### src/rtl/async_tx_pkg.sv
package async_tx_pkg;
  localparam int DATA_MAX  = 9;
  localparam int STOP_MAX  = 2;
  localparam int FRAME_MAX = 1 + DATA_MAX + 1 + STOP_MAX;
  localparam int CNT_W     = $clog2(FRAME_MAX + 1);

  typedef enum logic [1:0] {
    FMT_7   = 2'd0,
    FMT_8   = 2'd1,
    FMT_9   = 2'd2,
    FMT_RSV = 2'd3
  } fmt_e;

  typedef logic [FRAME_MAX-1:0] frame_t;
endpackage

### src/rtl/async_tx_hold.sv
module async_tx_hold
  import async_tx_pkg::*;
(
  input  logic                clk_i,
  input  logic                rst_ni,
  input  logic                wr_lo_i,
  input  logic                wr_hi_i,
  input  logic [7:0]          wr_data_i,
  input  logic                load_i,
  output logic [DATA_MAX-1:0] hold_o,
  output logic                full_o
);
  logic [DATA_MAX-1:0] hold_q;
  logic                full_q;

  always_ff @(posedge clk_i or negedge rst_ni) begin
    if (!rst_ni) begin
      hold_q <= '0;
      full_q <= 1'b0;
    end else begin
      if (wr_hi_i) hold_q[DATA_MAX-1] <= wr_data_i[0];
      if (wr_lo_i) hold_q[7:0] <= wr_data_i;
      // new write wins over a same-cycle transfer
      if (wr_lo_i)     full_q <= 1'b1;
      else if (load_i) full_q <= 1'b0;
    end
  end

  assign hold_o = hold_q;
  assign full_o = full_q;

  assert_full_set_R12: assert property (@(posedge clk_i) disable iff (!rst_ni)
    wr_lo_i |=> full_o);
  assert_full_drop_R12: assert property (@(posedge clk_i) disable iff (!rst_ni)
    (load_i && !wr_lo_i) |=> !full_o);
endmodule

### src/rtl/async_tx_frame.sv
module async_tx_frame
  import async_tx_pkg::*;
(
  input  logic [DATA_MAX-1:0] hold_i,
  input  logic [1:0]          fmt_i,
  input  logic                par_en_i,
  input  logic                par_odd_i,
  input  logic                mp_mode_i,
  input  logic                mp_flag_i,
  input  logic                two_stop_i,
  output frame_t              frame_o,
  output logic [CNT_W-1:0]    len_o,
  output logic [1:0]          nstop_o
);
  logic [CNT_W-1:0] nd;
  logic             has_pb;
  logic             par;

  always_comb begin
    unique case (fmt_e'(fmt_i))
      FMT_7:   nd = CNT_W'(7);
      FMT_9:   nd = CNT_W'(9);
      default: nd = CNT_W'(8);
    endcase
    has_pb  = par_en_i | mp_mode_i;
    nstop_o = two_stop_i ? 2'd2 : 2'd1;
    frame_o = '1;
    frame_o[0] = 1'b0;
    par = par_odd_i;
    for (int i = 0; i < DATA_MAX; i++) begin
      if (i < int'(nd)) begin
        frame_o[1+i] = hold_i[i];
        par = par ^ hold_i[i];
      end
    end
    if (has_pb) frame_o[int'(nd)+1] = mp_mode_i ? mp_flag_i : par;
    len_o = CNT_W'(1) + nd + CNT_W'(has_pb) + CNT_W'(nstop_o);
  end
endmodule

### src/rtl/async_tx_shifter.sv
module async_tx_shifter
  import async_tx_pkg::*;
(
  input  logic             clk_i,
  input  logic             rst_ni,
  input  logic             bit_en_i,
  input  logic             tx_en_i,
  input  logic             full_i,
  input  logic             cts_ok_i,
  input  logic             wr_lo_i,
  input  frame_t           frame_i,
  input  logic [CNT_W-1:0] len_i,
  input  logic [1:0]       nstop_i,
  output logic             load_o,
  output logic             txd_o,
  output logic             tend_o
);
  logic             busy_q;
  frame_t           shreg_q;
  logic [CNT_W-1:0] cnt_q;
  logic [1:0]       nstop_q;
  logic             tend_q;
  logic             last_bit;
  logic [CNT_W-1:0] cnt_dec;

  always_comb begin
    last_bit = busy_q && (cnt_q == CNT_W'(1));
    cnt_dec  = cnt_q - CNT_W'(1);
    load_o   = bit_en_i && tx_en_i && full_i && cts_ok_i && (!busy_q || last_bit);
  end

  always_ff @(posedge clk_i or negedge rst_ni) begin
    if (!rst_ni) begin
      busy_q  <= 1'b0;
      shreg_q <= '1;
      cnt_q   <= '0;
      nstop_q <= 2'd1;
      tend_q  <= 1'b1;
    end else if (!tx_en_i) begin
      busy_q  <= 1'b0;
      shreg_q <= '1;
      cnt_q   <= '0;
      tend_q  <= 1'b1;
    end else begin
      if (wr_lo_i) tend_q <= 1'b0;
      if (load_o) begin
        busy_q  <= 1'b1;
        shreg_q <= frame_i;
        cnt_q   <= len_i;
        nstop_q <= nstop_i;
      end else if (bit_en_i && busy_q) begin
        if (last_bit) begin
          busy_q <= 1'b0;
        end else begin
          shreg_q <= {1'b1, shreg_q[FRAME_MAX-1:1]};
          cnt_q   <= cnt_dec;
          // first stop bit begins: empty holding register ends transmission
          if (cnt_dec == CNT_W'(nstop_q) && !full_i && !wr_lo_i) tend_q <= 1'b1;
        end
      end
    end
  end

  assign txd_o  = busy_q ? shreg_q[0] : 1'b1;
  assign tend_o = tend_q;

  assert_off_idle_R11: assert property (@(posedge clk_i) disable iff (!rst_ni)
    !tx_en_i |=> (txd_o && tend_o));
  assert_start_low_R2: assert property (@(posedge clk_i) disable iff (!rst_ni)
    load_o |=> !txd_o);
  assert_write_clears_R10: assert property (@(posedge clk_i) disable iff (!rst_ni)
    (tx_en_i && wr_lo_i) |=> !tend_o);
endmodule

### src/rtl/async_tx_engine.sv
module async_tx_engine
  import async_tx_pkg::*;
(
  input  logic       clk_i,
  input  logic       rst_ni,
  input  logic       bit_en_i,
  input  logic       tx_en_i,
  input  logic       empty_ie_i,
  input  logic       end_ie_i,
  input  logic       cts_chk_i,
  input  logic       cts_n_i,
  input  logic [1:0] fmt_i,
  input  logic       par_en_i,
  input  logic       par_odd_i,
  input  logic       mp_mode_i,
  input  logic       mp_flag_i,
  input  logic       two_stop_i,
  input  logic       wr_lo_i,
  input  logic       wr_hi_i,
  input  logic [7:0] wr_data_i,
  output logic       txd_o,
  output logic       full_o,
  output logic       tend_o,
  output logic       irq_empty_o,
  output logic       irq_end_o
);
  logic [DATA_MAX-1:0] hold;
  frame_t              frame;
  logic [CNT_W-1:0]    len;
  logic [1:0]          nstop;
  logic                load;
  logic                cts_ok;
  logic                tx_en_q;
  logic                irq_empty_q;

  assign cts_ok = !cts_chk_i || !cts_n_i;

  async_tx_hold u_hold (
    .clk_i     (clk_i),
    .rst_ni    (rst_ni),
    .wr_lo_i   (wr_lo_i),
    .wr_hi_i   (wr_hi_i),
    .wr_data_i (wr_data_i),
    .load_i    (load),
    .hold_o    (hold),
    .full_o    (full_o)
  );

  async_tx_frame u_frame (
    .hold_i     (hold),
    .fmt_i      (fmt_i),
    .par_en_i   (par_en_i),
    .par_odd_i  (par_odd_i),
    .mp_mode_i  (mp_mode_i),
    .mp_flag_i  (mp_flag_i),
    .two_stop_i (two_stop_i),
    .frame_o    (frame),
    .len_o      (len),
    .nstop_o    (nstop)
  );

  async_tx_shifter u_shift (
    .clk_i    (clk_i),
    .rst_ni   (rst_ni),
    .bit_en_i (bit_en_i),
    .tx_en_i  (tx_en_i),
    .full_i   (full_o),
    .cts_ok_i (cts_ok),
    .wr_lo_i  (wr_lo_i),
    .frame_i  (frame),
    .len_i    (len),
    .nstop_i  (nstop),
    .load_o   (load),
    .txd_o    (txd_o),
    .tend_o   (tend_o)
  );

  always_ff @(posedge clk_i or negedge rst_ni) begin
    if (!rst_ni) begin
      tx_en_q     <= 1'b0;
      irq_empty_q <= 1'b0;
    end else begin
      tx_en_q     <= tx_en_i;
      irq_empty_q <= empty_ie_i && ((tx_en_i && !tx_en_q) || load);
    end
  end

  assign irq_empty_o = irq_empty_q;
  assign irq_end_o   = tend_o && end_ie_i;

  assert_cts_gate_R7: assert property (@(posedge clk_i) disable iff (!rst_ni)
    load |-> (!cts_chk_i || !cts_n_i));
  assert_empty_irq_en_R8: assert property (@(posedge clk_i) disable iff (!rst_ni)
    irq_empty_o |-> $past(empty_ie_i));
endmodule

### config.mk
export PLATFORM = sky130hd
export DESIGN_NAME = async_tx_engine
export DESIGN_NICKNAME = d
export VERILOG_FILES = /design/src/rtl/async_tx_pkg.sv /design/src/rtl/async_tx_hold.sv /design/src/rtl/async_tx_frame.sv /design/src/rtl/async_tx_shifter.sv /design/src/rtl/async_tx_engine.sv
export SDC_FILE = /design/constraint.sdc
export NUM_CORES = 1
export LEC_CHECK = 0
export BUFFER_PORTS_ARGS = -buffer_cell sky130_fd_sc_hd__buf_4
export CAP_MARGIN = 20
export CORE_ASPECT_RATIO = 1.25
export CORE_MARGIN = 1
export CORE_UTILIZATION = 50
export CTS_CLUSTER_DIAMETER = 150
export CTS_CLUSTER_SIZE = 12
export DETAILED_ROUTE_END_ITERATION = 10
export GPL_ROUTABILITY_DRIVEN = 0
export PLACE_DENSITY = 0.79
export SYNTH_ARGS = -nofsm -noshare
export SYNTH_HDL_FRONTEND = slang
export SYNTH_SLANG_ARGS = --single-unit
### constraint.sdc
create_clock -name clk_i -period 1.95 [get_ports clk_i]
set_input_delay 0.2925 -clock clk_i [delete_from_list [all_inputs] [get_ports clk_i]]
set_output_delay 0.2925 -clock clk_i [all_outputs]
set_load 0.02 [all_outputs]
* Yosys cells after proc, flatten, opt, wreduce, memory -nomap -nowiden
Cells that the tools add are included.
Word-level totals: register bits 33, bits in latches 0, memory bits (writable) 0, ROM bits 0, bits of input ports 25, memories 0
Operators by class: add/sub/neg operators 5, $mul 0, divide/modulo/power cells 0, $lt $le $gt $ge 11, equality and inequality tests 6, shift operators 0, mux-type cells 46, bitwise operators 10, reduce and logical (&&, ||, !) cells 26
Operators with widths (number):
- 13-bit two-way mux | 5
- 1-bit two-way mux | 33
- 32-bit by 1-bit >= comparator with 1-bit output, second input constant | 1
- 32-bit by 6-bit less-than comparator with 1-bit output, second input constant | 1
- 3-bit by 4-bit less-than comparator with 1-bit output, first input constant | 4
- 4-bit two-way mux | 4
- 13-bit bitwise mux | 1
- 1-bit logical AND | 12
- 1-bit XOR | 9
- 1-bit by 4-bit less-than comparator with 1-bit output, first input constant | 2
- 2-bit by 4-bit less-than comparator with 1-bit output, first input constant | 2
- 4-bit case mux with 2 select lines | 1
- 1-bit logical NOT | 6
- 3-bit by 1-bit != test with 1-bit output, second input constant | 2
- 2-bit AND reduction | 3
- 4-bit by 1-bit adder with 5-bit output, second input constant | 1
- 1-bit by 4-bit adder with 4-bit output, first input constant | 1
- 4-bit by 1-bit adder with 4-bit output | 1
- 4-bit by 2-bit adder with 4-bit output | 1
- 1-bit demux with 4-bit select | 1
- 4-bit by 1-bit equality test with 1-bit output, second input constant | 1
- 4-bit by 2-bit equality test with 1-bit output | 1
- 4-bit less-than comparator, first input constant | 1
- 4-bit by 1-bit subtractor with 4-bit output, second input constant | 1
- 7 further kinds | 9

* Depth between registers and ports, before layout
Gate-level depths: netlist of the first run.
depth in word-level cells 25, gate-level depth with buffers 8, depth with buffers taken out 8

* By module
A second synthesis of the first run with hierarchy kept.
Second synthesis, totals: cells, all modules 207, area total of the unflattened synthesis 2189.6 µm²
By module, submodules not included:
- async_tx_shifter | times used 1, cells each 123, area an instance 1321.3 µm²
- async_tx_hold | times used 1, cells each 22, area an instance 405.4 µm²
- async_tx_frame | times used 1, cells each 56, area an instance 381.6 µm²
- async_tx_engine | times used 1, cells each 6, area an instance 81.3 µm²

* Worst setup path after synthesis of the first run
Ideal clock, no wire load.
path kind register to register, start register u_shift.cnt_q[1], end register u_shift.shreg_q[9], library setup time 97 ps, arrival time 1802 ps, data required time 1853 ps, setup slack 51 ps, stages on the path, launching flop included 7, cell sequence dfrtp_1 inv_1 ha_1 or3b_4 a221o_1 buf_6 o41ai_2
On the way: cells in the longest elaborated chain, start to end 6
RTL lines:
- start, declared | RTL line async_tx_shifter.sv:20 | logic [CNT_W-1:0] cnt_q;
- start signal, assigned | RTL line async_tx_shifter.sv:49 | cnt_q <= len_i;
- start signal, assigned | RTL line async_tx_shifter.sv:56 | cnt_q <= cnt_dec;
- 4-bit by 1-bit equality test with 1-bit output (*) | RTL line async_tx_shifter.sv:27 | last_bit = busy_q && (cnt_q == CNT_W'(1));
- 1-bit logical AND (*) | RTL line async_tx_shifter.sv:27
- 1-bit logical OR | RTL line async_tx_shifter.sv:29 | load_o = bit_en_i && tx_en_i && full_i && cts_ok_i && (!busy_q || last_bit);
- 1-bit logical AND | RTL line async_tx_shifter.sv:29
- 3-bit != test (no source line), or another cell as far along
- 2-bit AND reduction (no source line) / 13-bit two-way mux (equally long branches)
- end signal, assigned | RTL line async_tx_shifter.sv:48 | shreg_q <= frame_i;
- end signal, assigned | RTL line async_tx_shifter.sv:55 | shreg_q <= {1'b1, shreg_q[FRAME_MAX-1:1]};
- end, declared | RTL line async_tx_shifter.sv:19 | frame_t shreg_q;
Every way passes the cells marked *; elsewhere a longest branch is shown, timed or not. A chain may end at the register's enable or synchronous reset.

* Worst setup path in the final report of the first run
Ends and elaborated chain as after synthesis.

==> reports/metrics.yaml, run 1 <==
placement:
  place_inst: 244
  place_hpwl_microns: 2800
  port_buffers: 29
clocking:
  clock-root-buffer: "clkbuf_8"
  cts.clk_slew.worst_paths_ps: 70
  cts.sinks: 33
  clock_latency_ps: 290
  cts_tree: "yes"
  numCtsBuffers: 5
  h-tree-depth: 2
  clock_path_buffers: 2
global_routing:
  grt_pass1_vias: 1462
  grt_max_degree: 34
  gr-total-overflow: 0
  grt_pass1_wl_microns: 6530
  track_usage_pct: 21.5
  antenna_found_initial: 0
critical_path:
  cp.buffers_inverters: 2
  worstSetupEndpointType: "flip-flop"
  critPathKind: "reg -> reg"
  cp-start-kind: "flip-flop"
  cpMostUsedCell: "a31oi_2"
  worstPathRequired_ps: 2150
  cp.arrival_ps: 2250
  max_stage_delay_ps: 390
  crit_family: "compound AO/OA/AOI/OAI gates"
  crit_fanout: 4
  critPathSlowestCell: "dfrtp_1"
  crit_chain: "inv_2 -> ha_4 -> or3b_4 -> buf_6 -> a221oi_4 -> a31oi_2 -> a31oi_2 -> o41ai_4"
drt:
  drtPass1Iterations: 5
  vias: 1511
  avgViaCountPerCell: 5.90
  routed_wl_microns: 4330
  drtIter0Drc: 61
  drc: 0
  wl_per_cell_microns: 16.9
  antenna_left: 0
floorplan:
  die_w_microns: 56.2
  io_pins: 30
  core_area_sq_um: 3480
  start_util_pct: 52.6
  die_area_sq_um: 3910
  rows: 24
  die_h_microns: 69.7
timing:
  finalSetupViolCount: 1
  fin_crit_ps: 2050
  fin_worst_skew_ps: 4.29
  worstMarginPinSlew_ps: 456
  hold_viol_final: 0
  tns_ps: -96.8
  max_freq_mhz: 489
  max_slew_margin_pct: 68.7
  fin_ws_ps: -96.8
  drv_slew: 0
  finalCritPeriodShare_pct: 105
  grt_setup_unrepaired: "yes"
power_and_ir_drop:
  p_int_mw: 1.44
  p_leak_nw: 1.06
  swShare_pct: 27.6
  switchingPower_mw: 0.551
  pwr-share-seq_pct: 42.0
  power.density_nw_per_um2: 833
  combPwrFrac_pct: 24.5
  clockPowerShare_pct: 33.5
  max-vdd-ir-drop_v: 0.000918
cells_and_area:
  final_common_cell: "buf_4"
  fin_nets: 249
  drive_gt1_share_pct: 43.3
  final_cell_mix: "buf_4 (37), dfrtp_1 (18), dfstp_2 (15), xnor2_1 (12), nand2_1 (11)"
  syn2layout_area_growth_pct: 30.6
  layoutNonFillerInstCount: 256
  num_antenna_cells: 0
synth:
  netlist_area_sq_um: 1830
  ys_seq_area_share_pct: 46.1
  postSynthAreaPerCell_sq_um: 10.7
  synth_cell_types: 38
  synth_nets: 204
  yosys_warnings: 0
  netlist_instances: 171
  ys_ff_latch: 33
worst_hold_path:
  hold_class: "in -> reg"
run:
  max_cap_viol_count: 0
outcome:
  violations: "setup timing"
  status: "complete, but fails checks"
registers in the layout, summed over array words and instances, names as in the netlist:
signal           cells
irq_empty_o          1
u_shift.cnt_q        4
u_hold.full_o        1
u_shift.shreg_q     13
u_shift.busy_q       1
u_shift.nstop_q      2
u_hold.hold_o        9
u_shift.tend_o       1
tx_en_q              1
metrics by stage:
step	total power, mW	worst slack, ps	hold WS, ps	util, %	area (sq um)
6_report	2.00	-96.8	180	68.8	2390
5_1_grt	2.08	-145	184	68.8	2390
4_1_cts	1.94	8.81	177	65.6	2280
3_5_place_dp	1.27	-45.3	251	61.5	2140
3_3_place_gp	1.26	70.0	240	61.5	2140
2_1_floorplan	1.12	50.8	-3.09	-	1830
synth_stat cells:
cell / n / area (sq um)
o311ai_0: 1 / 8.76
nor4_1: 1 / 6.26
nor2b_1: 2 / 12.5
buf_6: 1 / 11.3
a22o_1: 1 / 8.76
mux2_2: 10 / 113
a21o_1: 3 / 22.5
fa_1: 1 / 20.0
a221o_1: 1 / 10.0
inv_1: 8 / 30.0
nand4_1: 1 / 6.26
and2_1: 3 / 18.8
clkbuf_1: 2 / 7.51
nor3_1: 1 / 5.00
mux2i_1: 10 / 100
a2bb2oi_1: 1 / 8.76
o22ai_1: 1 / 6.26
buf_2: 1 / 5.00
a221oi_4: 1 / 26.3
nor3b_1: 2 / 15.0
dfrtp_1: 18 / 450
xor2_1: 3 / 26.3
or3b_4: 1 / 11.3
ha_1: 7 / 87.6
nand3_1: 5 / 25.0
a31oi_1: 3 / 18.8
a211oi_1: 1 / 7.51
o41ai_2: 1 / 16.3
nand4bb_1: 1 / 11.3
xnor2_1: 12 / 105
nand2b_1: 2 / 12.5
or3_1: 1 / 6.26
nor2_1: 14 / 52.6
nand2_1: 11 / 41.3
dfstp_2: 15 / 394
a21oi_1: 13 / 65.1
o21ai_0: 9 / 45.0
nand3b_1: 2 / 15.0
final timing paths:
check	startpoint	endpoint	slack, ps	cells past startpoint
max	u_shift.cnt_q[1]$_DFFE_PN0P_	u_shift.shreg_q[9]$_DFFE_PN1P_	-100	8
min	tx_en_i	tx_en_q$_DFF_PN0_	180	1
max reg2reg	u_shift.cnt_q[1]$_DFFE_PN0P_	u_shift.shreg_q[9]$_DFFE_PN1P_	-100	8
min reg2reg	u_shift.nstop_q[0]$_DFFE_PN1P_	u_shift.nstop_q[0]$_DFFE_PN1P_	490	2
max in group asynchronous	rst_ni	u_shift.nstop_q[0]$_DFFE_PN1P_	1140	2
min in group asynchronous	rst_ni	u_hold.hold_o[0]$_DFFE_PN0P_	460	2
kinds of logic (layout without fill, tap and decap cells):
group | count (synthesis) | after routing | synth area share (%)
AOI/OAI and AO/OA | 36 | 36 | 13.3
muxes | 20 | 20 | 11.6
buffers and inverters | 12 | 58 | 2.94
and+or+nand+nor | 47 | 47 | 13.0
DFF | 33 | 33 | 46.1
xor gates and xnor gates | 15 | 15 | 7.17
adders and majority gates | 8 | 8 | 5.87
area by class of cell:
cell class	count	area, sq um
clock buffers	7	86.3
clock inverters	1	30.0
fillers	251	1090
inverters	8	30.0
multi-input cells	126	1020
flip-flops and latches	33	845
well taps	39	48.8
repair buffers	42	333
timing repair:
item | 4_1_cts | 5_1_grt
pin swaps | 1 | 2
setup buffers | 1 | 2
endpoints found under the setup margin | 6 | 14
gates resized for setup | 3 | 24
hold buffers | 1 | 0
endpoints found under the hold margin | 18 | 0
metal layers:
layer	share of wire, %	track usage, %	up-vias	routed length [microns]
met3	5.8	5.78	20	252
met2	51	37.3	59	2220
met1	38	24.7	738	1670
met5	0	0	-	0
met4	4.5	8.67	0	196
li1	-	-	694	-
power groups by stage:
stage / sequential [mW] / combinational [mW] / clock [mW]
6_report: 0.839 / 0.489 / 0.668
5_1_grt: 0.848 / 0.529 / 0.699
4_1_cts: 0.833 / 0.437 / 0.671
3_5_place_dp: 0.845 / 0.429 / 0
3_3_place_gp: 0.841 / 0.416 / 0
2_1_floorplan: 0.837 / 0.285 / 0
(Power assumes the default switching activity.)
==> run 2, diff against run 1 <==
--- a/config.mk
+++ b/config.mk
@@ -15,6 +15,7 @@
 export DETAILED_ROUTE_END_ITERATION = 10
 export GPL_ROUTABILITY_DRIVEN = 0
 export PLACE_DENSITY = 0.79
+export RECOVER_POWER = 100
 export SYNTH_ARGS = -nofsm -noshare
 export SYNTH_HDL_FRONTEND = slang
 export SYNTH_SLANG_ARGS = --single-unit
==> run 2 against run 1 <==
Net effect: the flow still finishes with violations (setup timing); count of clock-buffer cells in the layout did not move; clock power is essentially flat; wire length about the same; flip-flop and latch count stayed put; register-to-register slack barely moved; sequential power about the same; non-clock buffer count unchanged; hold slack improved by 2.7 ps; critical path type unchanged.
==> reports/metrics.yaml, run 2 (synthesis results as in run 1) <==
critical_path:
  r2r_setup_slack_ps: -90
  r2r-end: "u_shift.shreg_q[9]$_DFFE_PN1P_"
  rr_worst_depth: 8
  worstSetupEndpointType: "flip-flop"
  r2r_start: "u_shift.cnt_q[1]$_DFFE_PN0P_"
  cp.arrival_ps: 2240
  crit_fanout: 4
  critPathKind: "reg -> reg"
  critical_path.endpoint: "u_shift.shreg_q[9]$_DFFE_PN1P_"
  worstPathRequired_ps: 2160
  cp-start-kind: "flip-flop"
  crit_path_start: "u_shift.cnt_q[1]$_DFFE_PN0P_"
timing:
  hold_viol_final: 0
  worstMarginPinSlew_ps: 795
  fin_crit_ps: 2040
  finalCritPeriodShare_pct: 105
  fin_ws_ps: -88.5
  max_slew_margin_pct: 47.0
  drv_slew: 0
  fin_worst_skew_ps: 3.95
  grt_setup_unrepaired: "yes"
  max_freq_mhz: 491
  finalSetupViolCount: 1
cells_and_area:
  largest_reg_flops: 13
  fin_nets: 249
  finalInstanceArea_sq_um: 2380
  regMostFlops: "u_shift.shreg_q"
  final_common_cell: "buf_4"
  final_cell_mix: "buf_4 (32), dfrtp_1 (18), dfstp_2 (14), xnor2_1 (12), nand2_1 (11)"
  multi_input_area_sq_um: 1020
  drive_gt1_share_pct: 41.0
  nFillCells: 255
  syn2layout_area_growth_pct: 29.7
  num_antenna_cells: 0
  regArea_sq_um: 845
  layoutNonFillerInstCount: 256
  post-route-util_pct: 68.2
placement:
  post-place-ws_ps: -45.3
  port_buffers: 29
  placed_area_sq_um: 2140
  place_inst: 244
  place_hpwl_microns: 2800
drt:
  antenna_left: 0
  routed_wl_microns: 4340
  drtPass1Iterations: 7
  wl_per_cell_microns: 16.9
  drc: 0
  vias: 1500
  drtIter0Drc: 64
  avgViaCountPerCell: 5.86
global_routing:
  gr-total-overflow: 0
  grt_max_degree: 34
  grt_pass1_vias: 1462
  track_usage_pct: 21.5
  grt_pass1_wl_microns: 6530
  antenna_found_initial: 0
clocking:
  clock-root-buffer: "clkbuf_8"
  cts.sinks: 33
  clock_path_buffers: 2
  cts.clk_slew.worst_paths_ps: 70
  cts_tree: "yes"
  clock_latency_ps: 290
  h-tree-depth: 2
  numCtsBuffers: 5
power_and_ir_drop:
  p_leak_nw: 1.05
  max-vdd-ir-drop_v: 0.000921
  power.density_nw_per_um2: 838
floorplan:
  io_pins: 30
  die_h_microns: 69.7
  start_util_pct: 52.6
  core_area_sq_um: 3480
  die_w_microns: 56.2
  die_area_sq_um: 3910
  rows: 24
outcome:
  violations: "setup timing"
  status: "complete, but fails checks"
worst_hold_path:
  min_from: "tx_en_i"
  hold_class: "in -> reg"
run:
  max_cap_viol_count: 0
## run 2: cell count changes in the layout (fill, tap and decap cells not counted), sizes merged
cell,delta
clkbuf,+5
buf,-5
## run 2: worst min path at each step
stage | end | slack [ps] | depth (start not counted)
2_1_floorplan | irq_empty_o$_DFF_PN0_ | -3 | 0
3_3_place_gp | u_hold.hold_o[5]$_DFFE_PN0P_ | 240 | 1
3_5_place_dp | u_hold.hold_o[5]$_DFFE_PN0P_ | 250 | 1
4_1_cts | tx_en_q$_DFF_PN0_ | 180 | 1
5_1_grt | tx_en_q$_DFF_PN0_ | 180 | 1
6_report | tx_en_q$_DFF_PN0_ | 180 | 1
## run 2: metal layers
layer	global-route usage (%)	part of all wire [%]	wire (microns)
met1	24.7	39	1710
met2	37.3	51	2210
met3	5.78	5.5	239
met4	8.67	4.2	183
met5	0	0	0
## run 2: area by class of cell
type / count / share of cell area, %
inverter: 8 / 1.26
tap: 39 / 2.05
timing repair buffer: 42 / 13.3
multi-input combinational: 126 / 43.0
clock buffer: 7 / 3.63
clock inverter: 1 / 1.26
sequential: 33 / 35.5
## run 2: critical path: stages (launching register included)
cell	delay [ps]
dfrtp_1	390
inv_2	80
ha_4	120
or3b_4	370
buf_6	140
a221oi_4	350
a31oi_2	100
a31oi_2	270
o41ai_4	130
## run 2: report_power, final
group	switching, mW	internal, mW	total [mW]
combinational	0.239	0.245	0.485
sequential	0.0607	0.777	0.838
clock	0.253	0.416	0.669
## run 2: repair_timing
action                                  CTS  global route
endpoints found under the setup margin    6            14
gates resized for setup                   3            24
setup buffers                             1             2
hold endpoints to repair                 18             0
hold buffers                              1             0
pin swaps                                 1             2
## run 2: stage by stage
stage / TNS (ps) / power (mW) / hold WS, ps
after floorplan: 0 / 1.12 / -3.09
after global placement: 0 / 1.26 / 240
after detailed placement: -53.1 / 1.27 / 251
after CTS: 0 / 1.94 / 177
after global routing: -463 / 2.07 / 184
final: -88.5 / 1.99 / 182
